--- config.mk ---
export PLATFORM = sky130hd
export DESIGN_NAME = ret_stack
export DESIGN_NICKNAME = d
export VERILOG_FILES = /design/src/rtl/ret_stack.sv
export SDC_FILE = /design/constraint.sdc
export NUM_CORES = 1
export LEC_CHECK = 0
export BUFFER_PORTS_ARGS = -buffer_cell sky130_fd_sc_hd__buf_4
export CAP_MARGIN = 20
export CORE_MARGIN = 2
export CORE_UTILIZATION = 55
export DETAILED_ROUTE_END_ITERATION = 6
export PLACE_DENSITY = 0.74
export SETUP_SLACK_MARGIN = 0.4
export SLEW_MARGIN = 10
export SYNTH_ARGS = -nofsm -noshare
export SYNTH_HDL_FRONTEND = slang
export SYNTH_SLANG_ARGS = --single-unit
--- constraint.sdc ---
create_clock -name clk -period 4.93 [get_ports clk]
set_input_delay 0.2465 -clock clk [delete_from_list [all_inputs] [get_ports clk]]
set_output_delay 0.2465 -clock clk [all_outputs]
set_load 0.05 [all_outputs]
--- src/rtl/ret_stack.sv ---
module ret_stack #(
  parameter int DEPTH = 8,
  parameter int AW    = 13
) (
  input  logic          clk,
  input  logic          rst_n,
  input  logic          push_i,
  input  logic [AW-1:0] push_addr_i,
  input  logic          pop_i,
  output logic [AW-1:0] pop_addr_o,
  input  logic          irq_pend_i,
  output logic          ack_ok_o,
  output logic          full_o
);
  localparam int PW = (DEPTH > 1) ? $clog2(DEPTH) : 1;
  localparam int CW = $clog2(DEPTH + 1);

  logic [AW-1:0] mem [DEPTH];
  logic [PW-1:0] wr, top, wr_nxt;
  logic [CW-1:0] cnt;
  logic          do_pop;

  assign top    = (wr == '0) ? PW'(DEPTH - 1) : wr - 1'b1;
  assign wr_nxt = (wr == PW'(DEPTH - 1)) ? '0 : wr + 1'b1;
  assign do_pop = pop_i & ~push_i & (cnt != '0);

  assign full_o     = (cnt == CW'(DEPTH));
  assign ack_ok_o   = irq_pend_i & ~full_o;
  assign pop_addr_o = mem[top];

  always_ff @(posedge clk or negedge rst_n) begin
    if (!rst_n) begin
      wr  <= '0;
      cnt <= '0;
    end else if (push_i) begin
      wr <= wr_nxt;
      if (!full_o) cnt <= cnt + 1'b1;
    end else if (do_pop) begin
      wr  <= top;
      cnt <= cnt - 1'b1;
    end
  end

  always_ff @(posedge clk) begin
    if (push_i) mem[wr] <= push_addr_i;
  end
endmodule

==> out/results.ini <==
[logic_synthesis]
synth.cell_area_sq_um = 4660
synth_top_family_by_area = multiplexers
ys_seq_area_frac = 0.707
ys.flop_type = edfxtp_1
synth-edff-count = 104
synth_nets = 300
synthCells = 275
synth_mux_area_frac = 0.117
synth_area_per_cell_sq_um = 17.0
yosys.area_share.simple = 0.0703
synth_warnings = 0
synth-compound-area-share = 0.0577
async_flop_share = 0.0631
ys_ff_latch = 111
synth_fa_ha_area_frac = 0.0204
yosysUniqueCellTypes = 37
synth_xor_xnor_area_share = 0.00563

[worst_setup_path]
critPathArrivalTime_ns = 3.92
cp_max_fo = 43
end_kind = output port
reg2reg_from = wr[0]
crit_type = register to output port
cp-start-kind = register
required_ns = 4.68
ff2ff_path_depth = 5
rrSetupSlack_ns = 2.16
reg2reg_to = wr[1]

[cells_and_area]
diodes = 0
drive_above_1_share = 0.248
synthToLayoutAreaGrowth_pct = 12.6
fin_area_sq_um = 5250
nets = 339
fin_cells = 424

[clock_tree]
cts.sinks = 111
cts-root-buf = clkbuf_8
clkTransAtPathRegs_ns = 0.11
h-tree-depth = 3
holdBufCountCts = 1
post_cts_buffers = 0
cts_resized = 0
cts.path.max_buffers = 2
insertion_delay_ns = 0.37
cts_tree = yes
cts_buffers = 9

[grt]
overflow = 0
antenna_found_initial = 0
grt_util_all_layers = 0.202
grt_pass1_vias = 2506
grt_pass1_wl_mm = 13.3
grt_max_degree = 44

[sta]
slew_violations = 0
max_freq_mhz = 240
finalHoldViolCount = 0
min_period_ns = 4.16
setup_tns_ns = 0
setup_violations = 0
slew_headroom = 0.304
rsz0062_at_grt = false
finalCritPeriodShare = 0.844
skew_ns = 0.0105
tightestPinTransition_ns = 1.04

[routing]
vias = 2456
routed_via_density = 5.79
routed_wl_mm = 8.35
met1Wirelength_mm = 3.76
drc = 0
routedWlPerCell_um = 19.7
drt_first_pass_iters = 4
ant_nets = 0
first_iter_violations = 168
top_layer = met4
dr_wl_met2_mm = 4.16
route.met3.wl_um = 349

[status]
status = finished clean

[floorplan]
num_io_pins = 33
die_y_um = 96.1
start_util = 0.568
die_w_um = 96.1
rows = 33
core_sq_um = 8220
die_area_sq_um = 9230

[hold_path]
hold_end = mem[3][6]
whs_path_depth = 1
min_from = push_addr_i[6]
holdCritPathClass = primary input to register

[place]
gp_congestion = 0.726
placed_cells = 407
hpwl_mm = 5.10
postPlaceCellArea_sq_um = 5040
io_buffers = 32

[job]
cap_violations = 0

[worst max-delay path: stages (launching register included)]
cell	delay [ns]
dfrtp_2	1.07
inv_1	0.22
ha_1	0.76
nor2b_1	0.38
buf_4	0.30
mux4_2	0.33
mux2_2	0.28
buf_4	0.19
[per-layer routing]
| layer | vias up | global-route usage |
|---|---|---|
| li1 | 1143 | - |
| met1 | 1250 | 0.272 |
| met2 | 55 | 0.334 |
| met3 | 8 | 0.0470 |
| met4 | 0 | 0.0548 |
| met5 | - | 0 |
[cell families (layout without fill, tap and decap cells)]
logic type	Yosys count	after routing
DFF	111	111
and+or+nand+nor	62	62
AOI/OAI and AO/OA	43	43
muxes	29	29
buffers and inverters	20	64
adders and majority gates	7	7
xor gates and xnor gates	3	3
[cell usage after synthesis (all sizes together) (2+ instances only)]
| cell type | count | area, sq um |
|---|---|---|
| edfxtp | 104 | 3120 |
| a21oi | 22 | 110 |
| nand2 | 18 | 67.6 |
| mux4 | 16 | 402 |
| mux2 | 12 | 135 |
| nor2b | 12 | 75.1 |
| a21o | 10 | 75.1 |
| nand3b | 10 | 75.1 |
| nor2 | 10 | 37.5 |
| buf | 8 | 56.3 |
| dfrtp | 7 | 175 |
| clkbuf | 6 | 22.5 |
| ha | 6 | 75.1 |
| inv | 6 | 22.5 |
| nor3 | 4 | 20.0 |
| nand2b | 3 | 18.8 |
| o21ai | 3 | 15.0 |
| nand3 | 2 | 10.0 |
| o21bai | 2 | 18.8 |
| xnor2 | 2 | 17.5 |
[sequential cells by signal, summed over array words and instances (netlist names)]
register	flops
cnt	4
mem	104
wr	3
[per-stage QoR]
stage / setup WS [ns] / utilization / hold slack, ns
after floorplan: 2.09 / - / -0.0491
final: 0.768 / 0.639 / 0.0991
after global placement: 1.20 / 0.613 / 0.0630
after global routing: 0.451 / 0.639 / 0.0791
after CTS: 0.696 / 0.639 / 0.0847
after detailed placement: 1.13 / 0.613 / 0.0671
[worst max-delay path by stage]
stage	from	endpoint	slack, ns	depth (start not counted)
2_1_floorplan	wr[0]	pop_addr_o[10]	2.09	9
3_3_place_gp	wr[0]	pop_addr_o[5]	1.20	7
3_5_place_dp	wr[0]	pop_addr_o[0]	1.13	7
4_1_cts	wr[0]	pop_addr_o[0]	0.70	7
5_1_grt	wr[0]	pop_addr_o[0]	0.45	7
6_report	wr[0]	pop_addr_o[1]	0.77	7
[cells in the final DEF, fill, tap and decap left out, drive strengths merged, types with 12 or more instances in the layout]
master and count:
nor2b 12, a21oi 22, nand2 18, mux4 16, edfxtp 104, mux2 12, buf 41
[final cells by class]
class / count / area [sq um]
Clock buffer: 10 / 128
Sequential cell: 111 / 3300
Fill cell: 566 / 2970
Timing Repair Buffer: 42 / 318
Multi-Input combinational cell: 144 / 1280
Inverter: 6 / 22.5
Clock inverter: 6 / 75.1
Tap cell: 105 / 131
Power is left out: the tool's default activity adds up to more than one toggle a clock period on the data nets, which glitch-free logic cannot reach.
